### src/rtl/bldc_pkg.sv
package bldc_pkg;

    localparam int unsigned PHASES = 3;

    typedef logic [1:0] phase_t;           // 0=A 1=B 2=C 3=none
    localparam phase_t PH_NONE = 2'd3;

    typedef struct packed {
        phase_t src;                       // phase whose high side drives
        phase_t snk;                       // phase whose low side sinks
    } pair_t;

    // Forward-direction driven pair for each Hall code
    function automatic pair_t fwd_pair(input logic [2:0] code);
        pair_t p;
        unique case (code)
            3'b101:  p = '{src: 2'd0, snk: 2'd1};
            3'b100:  p = '{src: 2'd0, snk: 2'd2};
            3'b110:  p = '{src: 2'd1, snk: 2'd2};
            3'b010:  p = '{src: 2'd1, snk: 2'd0};
            3'b011:  p = '{src: 2'd2, snk: 2'd0};
            3'b001:  p = '{src: 2'd2, snk: 2'd1};
            default: p = '{src: PH_NONE, snk: PH_NONE};
        endcase
        return p;
    endfunction

    function automatic logic [PHASES-1:0] phase_mask(input phase_t ph);
        logic [PHASES-1:0] m;
        m = '0;
        for (int i = 0; i < PHASES; i++) begin
            if (ph == phase_t'(i)) m[i] = 1'b1;
        end
        return m;
    endfunction

endpackage

### src/rtl/bldc_glitch_filter.sv
module bldc_glitch_filter #(
    parameter int unsigned LEN     = 100,
    parameter bit          RST_VAL = 1'b0
) (
    input  logic clk,
    input  logic rst_n,
    input  logic raw_i,
    output logic flt_o
);
    localparam int unsigned CW = (LEN < 2) ? 1 : $clog2(LEN);
    localparam logic [CW-1:0] LAST = CW'(LEN - 1);

    typedef struct packed {
        logic          lvl;
        logic [CW-1:0] cnt;
    } filt_state_t;

    filt_state_t st_d, st_q;

    always_comb begin
        st_d = st_q;
        if (raw_i == st_q.lvl) begin
            st_d.cnt = '0;
        end else if (st_q.cnt == LAST) begin
            st_d.lvl = raw_i;
            st_d.cnt = '0;
        end else begin
            st_d.cnt = st_q.cnt + 1'b1;
        end
    end

    always_ff @(posedge clk or negedge rst_n) begin
        if (!rst_n) begin
            st_q <= '{lvl: RST_VAL, cnt: '0};
        end else begin
            st_q <= st_d;
        end
    end

    assign flt_o = st_q.lvl;

endmodule

### src/rtl/bldc_commutation_table.sv
module bldc_commutation_table
    import bldc_pkg::*;
(
    input  logic              [2:0] hall_i,
    input  logic                    dir_f,
    input  logic                    stop_f,
    input  logic                    brake_f,
    input  logic                    chop_f,
    input  logic                    ovp_i,
    input  logic                    fault_i,
    output logic [PHASES-1:0]       want_hs_o,
    output logic [PHASES-1:0]       want_ls_o,
    output logic                    standby_o
);
    pair_t             fp;
    phase_t            src, snk;
    logic              valid;
    logic [PHASES-1:0] src_m, snk_m;

    always_comb begin
        fp    = fwd_pair(hall_i);
        valid = (fp.src != PH_NONE);
        src   = dir_f ? fp.src : fp.snk;
        snk   = dir_f ? fp.snk : fp.src;
        src_m = phase_mask(src);
        snk_m = phase_mask(snk);

        want_hs_o = '0;
        want_ls_o = '0;
        standby_o = stop_f & brake_f;

        if (standby_o || fault_i || stop_f || !valid) begin
            want_hs_o = '0;
            want_ls_o = '0;
        end else if (brake_f) begin
            want_ls_o = '1;
        end else if (chop_f) begin
            want_hs_o = src_m;
            want_ls_o = snk_m;
        end else begin
            want_ls_o = snk_m | (ovp_i ? '0 : src_m);
        end
    end

endmodule

### src/rtl/bldc_deadtime_leg.sv
module bldc_deadtime_leg #(
    parameter int unsigned DEAD_CYC = 200
) (
    input  logic clk,
    input  logic rst_n,
    input  logic want_hs_i,
    input  logic want_ls_i,
    output logic hs_o,
    output logic ls_o
);
    localparam int unsigned CW = $clog2(DEAD_CYC + 1);
    localparam logic [CW-1:0] RELOAD = CW'(DEAD_CYC - 1);

    typedef struct packed {
        logic          hs;
        logic          ls;
        logic [CW-1:0] cnt;
    } leg_state_t;

    leg_state_t st_d, st_q;
    logic       quiet;

    always_comb begin
        quiet  = (st_q.cnt == '0);
        st_d   = st_q;
        st_d.hs = want_hs_i && !want_ls_i && (st_q.hs || (!st_q.ls && quiet));
        st_d.ls = want_ls_i && !want_hs_i && (st_q.ls || (!st_q.hs && quiet));
        if ((st_q.hs && !st_d.hs) || (st_q.ls && !st_d.ls)) begin
            st_d.cnt = RELOAD;
        end else if (!quiet) begin
            st_d.cnt = st_q.cnt - 1'b1;
        end
    end

    always_ff @(posedge clk or negedge rst_n) begin
        if (!rst_n) begin
            st_q <= '{hs: 1'b0, ls: 1'b0, cnt: '0};
        end else begin
            st_q <= st_d;
        end
    end

    assign hs_o = st_q.hs;
    assign ls_o = st_q.ls;

endmodule

### src/rtl/bldc_commutator.sv
module bldc_commutator
    import bldc_pkg::*;
#(
    parameter int unsigned CHOP_FILT = 100,
    parameter int unsigned CTRL_FILT = 200,
    parameter int unsigned DEAD_CYC  = 200
) (
    input  logic       clk,
    input  logic       rst_n,
    input  logic [2:0] hall_i,
    input  logic       dir_i,
    input  logic       stop_i,
    input  logic       brake_i,
    input  logic       chop_i,
    input  logic       ovp_i,
    input  logic       tsd_i,
    input  logic       uv_i,
    output logic [2:0] hs_en_o,
    output logic [2:0] ls_en_o,
    output logic       standby_o
);
    localparam int unsigned NFILT = 4;   // 0 chop, 1 dir, 2 stop, 3 brake

    logic [NFILT-1:0]  raw_v, flt_v;
    logic [PHASES-1:0] want_hs, want_ls;

    assign raw_v = {brake_i, stop_i, dir_i, chop_i};

    for (genvar g = 0; g < NFILT; g++) begin : g_filt
        bldc_glitch_filter #(
            .LEN     ((g == 0) ? CHOP_FILT : CTRL_FILT),
            .RST_VAL ((g == 2) ? 1'b1 : 1'b0)
        ) u_filt (
            .clk   (clk),
            .rst_n (rst_n),
            .raw_i (raw_v[g]),
            .flt_o (flt_v[g])
        );
    end

    bldc_commutation_table u_table (
        .hall_i    (hall_i),
        .dir_f     (flt_v[1]),
        .stop_f    (flt_v[2]),
        .brake_f   (flt_v[3]),
        .chop_f    (flt_v[0]),
        .ovp_i     (ovp_i),
        .fault_i   (tsd_i | uv_i),
        .want_hs_o (want_hs),
        .want_ls_o (want_ls),
        .standby_o (standby_o)
    );

    for (genvar p = 0; p < PHASES; p++) begin : g_leg
        bldc_deadtime_leg #(.DEAD_CYC(DEAD_CYC)) u_leg (
            .clk       (clk),
            .rst_n     (rst_n),
            .want_hs_i (want_hs[p]),
            .want_ls_i (want_ls[p]),
            .hs_o      (hs_en_o[p]),
            .ls_o      (ls_en_o[p])
        );
    end

endmodule

### config.mk
export PLATFORM = sky130hd
export DESIGN_NAME = bldc_commutator
export DESIGN_NICKNAME = d
export VERILOG_FILES = /design/src/rtl/bldc_pkg.sv /design/src/rtl/bldc_glitch_filter.sv /design/src/rtl/bldc_commutation_table.sv /design/src/rtl/bldc_deadtime_leg.sv /design/src/rtl/bldc_commutator.sv
export SDC_FILE = /design/constraint.sdc
export NUM_CORES = 1
export LEC_CHECK = 0
export CORE_UTILIZATION = 50
export CTS_CLUSTER_SIZE = 20
export DETAILED_ROUTE_END_ITERATION = 6
export GPL_TIMING_DRIVEN = 0
export PLACE_DENSITY = 0.67
export SLEW_MARGIN = 25
export SYNTH_ARGS = -nofsm -noshare
export SYNTH_HDL_FRONTEND = slang
export SYNTH_SLANG_ARGS = --single-unit
### constraint.sdc
create_clock -name clk -period 1.95 [get_ports clk]
set_input_delay 0.195 -clock clk [delete_from_list [all_inputs] [get_ports clk]]
set_output_delay 0.195 -clock clk [all_outputs]
set_load 0.03 [all_outputs]
### Word-level counts from Yosys, hierarchy flattened

Cells that the tools add are included.

| operators by class | value |
|---|---|
| add/sub/neg operators | 7 |
| equality and inequality tests | 22 |
| mux-type cells | 30 |
| bitwise operators | 7 |
| reduce and logical (&&, ||, !) cells | 64 |

Operators by type and width:

| kind | count |
|---|---|
| 2-to-1 mux 8 bit | 12 |
| adder 8 x 1 -> 8 bit, second input constant | 3 |
| equality test 8 bit, second input constant | 3 |
| logical AND 1 bit | 24 |
| logical NOT 8 bit | 3 |
| one-hot mux 4 bit (6 select lines) | 1 |
| subtractor 8 x 1 -> 8 bit, second input constant | 3 |
| 2-to-1 mux 3 bit | 7 |
| logical NOT 1 bit | 19 |
| 2-to-1 mux 7 bit | 2 |
| logical OR 1 bit | 12 |
| equality test 3 bit, second input constant | 3 |
| != test 2 bit, second input constant | 4 |
| AND reduction 2 bit | 4 |
| adder 7 x 1 -> 7 bit, second input constant | 1 |
| equality test 7 bit, second input constant | 1 |
| equality test 3 x 2 -> 1 bit, second input constant | 2 |
| 2-to-1 mux 1 bit | 6 |
| equality test 1 bit | 4 |
| equality test 2 x 1 -> 1 bit, second input constant | 2 |
| equality test 2 bit, second input constant | 2 |
| logical NOT 2 bit | 2 |
| 2-to-1 mux 2 bit | 2 |
| inverter 1 bit | 4 |
| other kinds (4) | 4 |

| storage, ports and cells | value |
|---|---|
| register bits after elaboration | 65 |
| output and inout port bits | 7 |

### Logic depth before layout (Yosys ltp)

| logic depth | value |
|---|---|
| word-level depth | 17 |
| mapped depth | 6 |

### Cells and area by module

From an unflattened synthesis, not the netlist that was laid out.

| second synthesis, totals | value |
|---|---|
| cells, all modules | 363 |
| area total of the unflattened synthesis | 3613.5 sq um |

By module, submodules not included:

| module | instances | cells each | area an instance (sq um) |
|---|---|---|---|
| bldc_deadtime_leg | 3 | 58 | 558.0 |
| bldc_glitch_filter (g_filt[1].u_filt ...) | 2 | 42 | 451.7 |
| bldc_glitch_filter (g_filt[2].u_filt) | 1 | 42 | 452.9 |
| bldc_glitch_filter (g_filt[0].u_filt) | 1 | 35 | 385.4 |
| bldc_commutation_table | 1 | 27 | 191.4 |
| bldc_commutator | 1 | 1 | 6.3 |

### Worst setup path before layout

OpenSTA, ideal clock, no wires.

| timing | value |
|---|---|
| path kind | register to register |
| from | register g_leg[0].u_leg.st_q[3] (netlist bit) |
| to | register g_leg[0].u_leg.st_q[1] (netlist bit) |
| setup time | 0.070 ns |
| data arrival time | 1.610 ns |
| data required time | 1.880 ns |
| slack | 0.270 ns |
| stages on the path, launching flop included | 5 |
| buffers on the path | 0 |
| cells stage by stage | dfrtp_1 > or4_4 > nor3_4 > mux2_1 > nand3_1 |

| between the ends | value |
|---|---|
| word-level cells in the longest chain between the ends | 8 |

Ends and longest elaborated chain:

| element | RTL line | RTL |
|---|---|---|
| start: declaration | bldc_deadtime_leg.sv:20 | `leg_state_t st_d, st_q;` |
| start signal: assignment | bldc_deadtime_leg.sv:37 | `st_q <= '{hs: 1'b0, ls: 1'b0, cnt: '0};` |
| start signal: assignment | bldc_deadtime_leg.sv:39 | `st_q <= st_d;` |
| logical NOT 8 bit * | bldc_deadtime_leg.sv:24 | `quiet = (st_q.cnt == '0);` |
| logical AND 1 bit, on equally long branches | bldc_deadtime_leg.sv:26, bldc_deadtime_leg.sv:27 |  |
| logical OR 1 bit, on equally long branches | bldc_deadtime_leg.sv:26, bldc_deadtime_leg.sv:27 |  |
| logical AND 1 bit, on equally long branches | bldc_deadtime_leg.sv:26, bldc_deadtime_leg.sv:27 |  |
| logical NOT 1 bit | bldc_deadtime_leg.sv:28 | `if ((st_q.hs && !st_d.hs) \|\| (st_q.ls && !st_d.ls)) begin` |
| logical AND 1 bit | bldc_deadtime_leg.sv:28 |  |
| logical OR 1 bit | bldc_deadtime_leg.sv:28 |  |
| != test 2 bit (no source line) / 2-to-1 mux 8 bit (equally long branches) | -- |  |

Every way passes the cells marked *; elsewhere a longest branch is shown, timed or not.
A chain may end at the register's enable or synchronous reset.

### Worst setup path in the final report

| timing | value |
|---|---|
| from | register g_leg[2].u_leg.st_q (netlist bit g_leg[2].u_leg.hs_o) |
| to | output port hs_en_o[2] |

RTL lines:

| element | RTL line | RTL |
|---|---|---|
| start: declaration | bldc_deadtime_leg.sv:20 |  |
| start signal: assignment | bldc_deadtime_leg.sv:37 |  |
| start signal: assignment | bldc_deadtime_leg.sv:39 |  |
| end: declaration | bldc_commutator.sv:18 | `output logic [2:0] hs_en_o,` |

No word-level cell between the ends.

==> impl_metrics.csv <==
group,metric,value,unit
place,dp_hpwl,4257,um
min_path,hp-class,"input pin to asynchronous set/reset pin",
sta,fmax,0.5390,GHz
clock_tree,cts_tree,"built",
synthesis,syn_avg_cell_area,10.39,um^2
worst_setup_path,reg2reg_from,"g_leg[1].u_leg.st_q[0]",
grt,grt_remaining_overflow,0,
clock_tree,clock_sinks,65,
place,dp_cells,424,
sta,finalSetupViolCount,0,
power,p_per_area,1157,mW/mm^2
place,globalplace.congestion,0.8239,
floorplanning,die_y,84.55,um
route,drt-initial-drc-count,85,
cells_and_area,diodes,0,
synthesis,syn-num-nets,347,
grt,grt_pass1_vias,2386,
outcome,outcome,"finished with violations",
sta,whs,0.3312,ns
synthesis,synth_edf_count,0,
cells_and_area,fillCellCount,528,
flow_run,maxCapViolCount,0,
cells_and_area,final_area,0.004023,mm^2
floorplanning,core-area,0.006459,mm^2
cells_and_area,drive_gt1_share,14.01,%
place,port_buffers,18,
power,max-vdd-ir-drop,0.4632,mV
route,dr_total_vias,2447,
sta,layout_setup_ws,0.09458,ns
clock_tree,clk_latency,0.34,ns
floorplanning,die-area,0.007148,mm^2
worst_setup_path,cpLargestDelayFamily,"buffers and inverters",
worst_setup_path,timing.rr.end,"g_leg[1].u_leg.hs_o",
power,total_power,4.653,mW
cells_and_area,fin_cells,441,
place,placed_area,0.003701,mm^2
synthesis,syn_area,0.003407,mm^2
floorplanning,start_util,52.75,%
route,drt_pass1_iterations,6,
worst_setup_path,crit_fanout,8,
sta,timing.setup.tns,0,ns
outcome,violations,"DRC",
sta,tightest_slew,0.5857,ns
grt,antenna_found_initial,0,
worst_setup_path,critPathRequiredTime,1.75,ns
sta,fin_crit,1.855,ns
route,postRouteAntennaNets,0,
clock_tree,cts_max_level,3,
cells_and_area,area_growth,18.07,%
synthesis,ys_seq_area_share,47.78,%
worst_setup_path,path_cells,"buf_4 > clkdlybuf4s50_1",
cells_and_area,fin_util,62.28,%
floorplanning,boundaryPins,19,
route,route.detailed.drc,2,
synthesis,synth-main-ff-cell,"dfrtp_1",
place,dp_slack,-0.1753,ns
worst_setup_path,regToRegSetupSlack,0.15,ns
sta,finalHoldViolations,0,
floorplanning,rows,29,
worst_setup_path,cp.arrival,1.66,ns
sta,rsz0062_at_grt,"no",
worst_setup_path,worstSetupEndpointType,"output port",
synthesis,synth.distinct_cells,56,
sta,maxSlewHeadroom,60.95,%
grt,grt_max_degree,35,
clock_tree,cts-root-buf,"clkbuf_8",
route,drt_wl_total,6214,um
clock_tree,cts_buffers,9,
worst_setup_path,ff2ff_path_depth,6,
sta,slew_viol_final,0,
floorplanning,die_w,84.55,um
clock_tree,path_clk_slew,0.07,ns
worst_setup_path,cpPeakStageDelay,0.65,ns
worst_setup_path,critPathSlowestCell,"clkdlybuf4s50_1",
synthesis,yosysWarnings,0,
synthesis,async_reset_ff_share,100.0,%
cells_and_area,nets,378,
grt,grtUsageTotal,19.34,%
sta,fin_crit_sh,95.15,%
worst_setup_path,cp_num_buf_inv,2,
worst_setup_path,start_kind,"register",
sta,finClkSkew,0.01194,ns
synthesis,synth-seq-cells,65,
grt,grt_pass1_wl,10900,um
worst_setup_path,crit_type,"register to output port",
synthesis,syn_inst,328,
route,routedWlPerCell,14.09,um
route,viasPerCell,5.549,
power,leakage,1.717,nW
clock_tree,cts.path.max_buffers,2,
worst register-to-register path, stage by stage (launching register included):
cell and delay [ns]:
dfrtp_1 0.42, inv_1 0.07, ha_1 0.20, nor3b_2 0.35, nand2_1 0.20, or2_2 0.32
a21oi_1 0.16
state kept, by name, indices dropped and copies added, names as in the netlist:
signal and flops:
g_leg.u_leg.st_q 24, g_filt.u_filt.flt_o 4, g_leg.u_leg.ls_o 3, g_leg.u_leg.hs_o 3, g_filt.u_filt.st_q 31
logic make-up after synthesis:
logic type | synth area share [%]
simple gates | 24.57
flops | 47.78
compound gates | 10.50
xor+xnor | 8.740
buf+inv | 3.232
mux | 2.607
fa+ha+maj | 2.571
Yosys cell counts (all sizes together), types with 3 or more instances:
| master | n | share of area (%) |
|---|---|---|
| a211o | 3 | 0.81 |
| and3 | 11 | 2.0 |
| inv | 14 | 1.5 |
| a21oi | 4 | 0.59 |
| nor3 | 8 | 1.8 |
| nand3 | 26 | 4.0 |
| o211ai | 3 | 0.66 |
| ha | 7 | 2.6 |
| a221oi | 6 | 1.7 |
| nand2b | 6 | 1.1 |
| nor2b | 8 | 1.5 |
| dfrtp | 64 | 47 |
| or4 | 7 | 1.7 |
| xnor2 | 16 | 4.1 |
| and3b | 3 | 0.77 |
| nand4 | 7 | 1.3 |
| or2 | 3 | 0.55 |
| or3 | 6 | 1.1 |
| nor2 | 36 | 4.0 |
| a211oi | 3 | 0.66 |
| o31ai | 5 | 2.1 |
| o21ai | 8 | 1.2 |
| buf | 7 | 1.5 |
| xor2 | 18 | 4.6 |
| nor3b | 6 | 1.3 |
| nor4 | 4 | 0.92 |
| mux2 | 7 | 2.3 |
| nand2 | 10 | 1.1 |
| o2111ai | 3 | 0.77 |
cell type report:
cell class	instances	area, um^2	share of cell area (%)
plain buffers	9	57.56	1.431
clock buffers	11	151.4	3.764
clock inverters	5	125.1	3.110
inverters	14	52.55	1.306
multi-input cells	240	1702	42.30
flip-flops and latches	65	1628	40.47
well taps	77	96.34	2.395
repair buffers	20	210.2	5.226
routing by layer:
metal | GRT usage (%) | part of all wire, % | vias up
met4 | 8.783 | 1.9 | 0
met2 | 29.42 | 46 | 31
li1 | - | - | 1240
met5 | 0 | 0 | -
met1 | 26.28 | 50 | 1164
met3 | 4.818 | 2.8 | 12
what timing repair did:
item	4_1_cts	5_1_grt
setup endpoints to repair	1	7
resized for setup	1	6
hold buffers	1	0
setup buffers	0	0
endpoints found under the hold margin	31	0
layout by cell type (no fill, tap or decap), drive strengths merged, types with 9 or more instances in the layout:
| cell type | count |
|---|---|
| buf | 9 |
| dfrtp | 64 |
| clkdlybuf4s50 | 16 |
| nand3 | 26 |
| xor2 | 18 |
| clkbuf | 13 |
| inv | 14 |
| xnor2 | 16 |
| and3 | 11 |
| nor2 | 36 |
| nand2 | 10 |
worst max path at each step:
stage                                start                  endpoint  slack [ns]  cells after the start
floorplan           g_leg[0].u_leg.st_q[3]    g_leg[0].u_leg.st_q[1]        0.27                      4
global placement                     rst_n  g_filt[1].u_filt.st_q[0]       -1.47                      1
detailed placement               hall_i[2]    g_leg[2].u_leg.st_q[2]       -0.18                      5
CTS                 g_filt[2].u_filt.flt_o                 standby_o        0.02                      2
global route           g_leg[0].u_leg.hs_o                hs_en_o[0]        0.04                      2
finish                 g_leg[2].u_leg.hs_o                hs_en_o[2]        0.09                      2
power breakdown:
part	total, mW	switching (mW)	leakage [nW]	internal (mW)
Combinational	1.14	0.551	0.736	0.594
Sequential	1.94	0.306	0.841	1.64
Clock	1.57	0.519	0.140	1.05
Note: power is estimated with default switching activity, not from simulation.
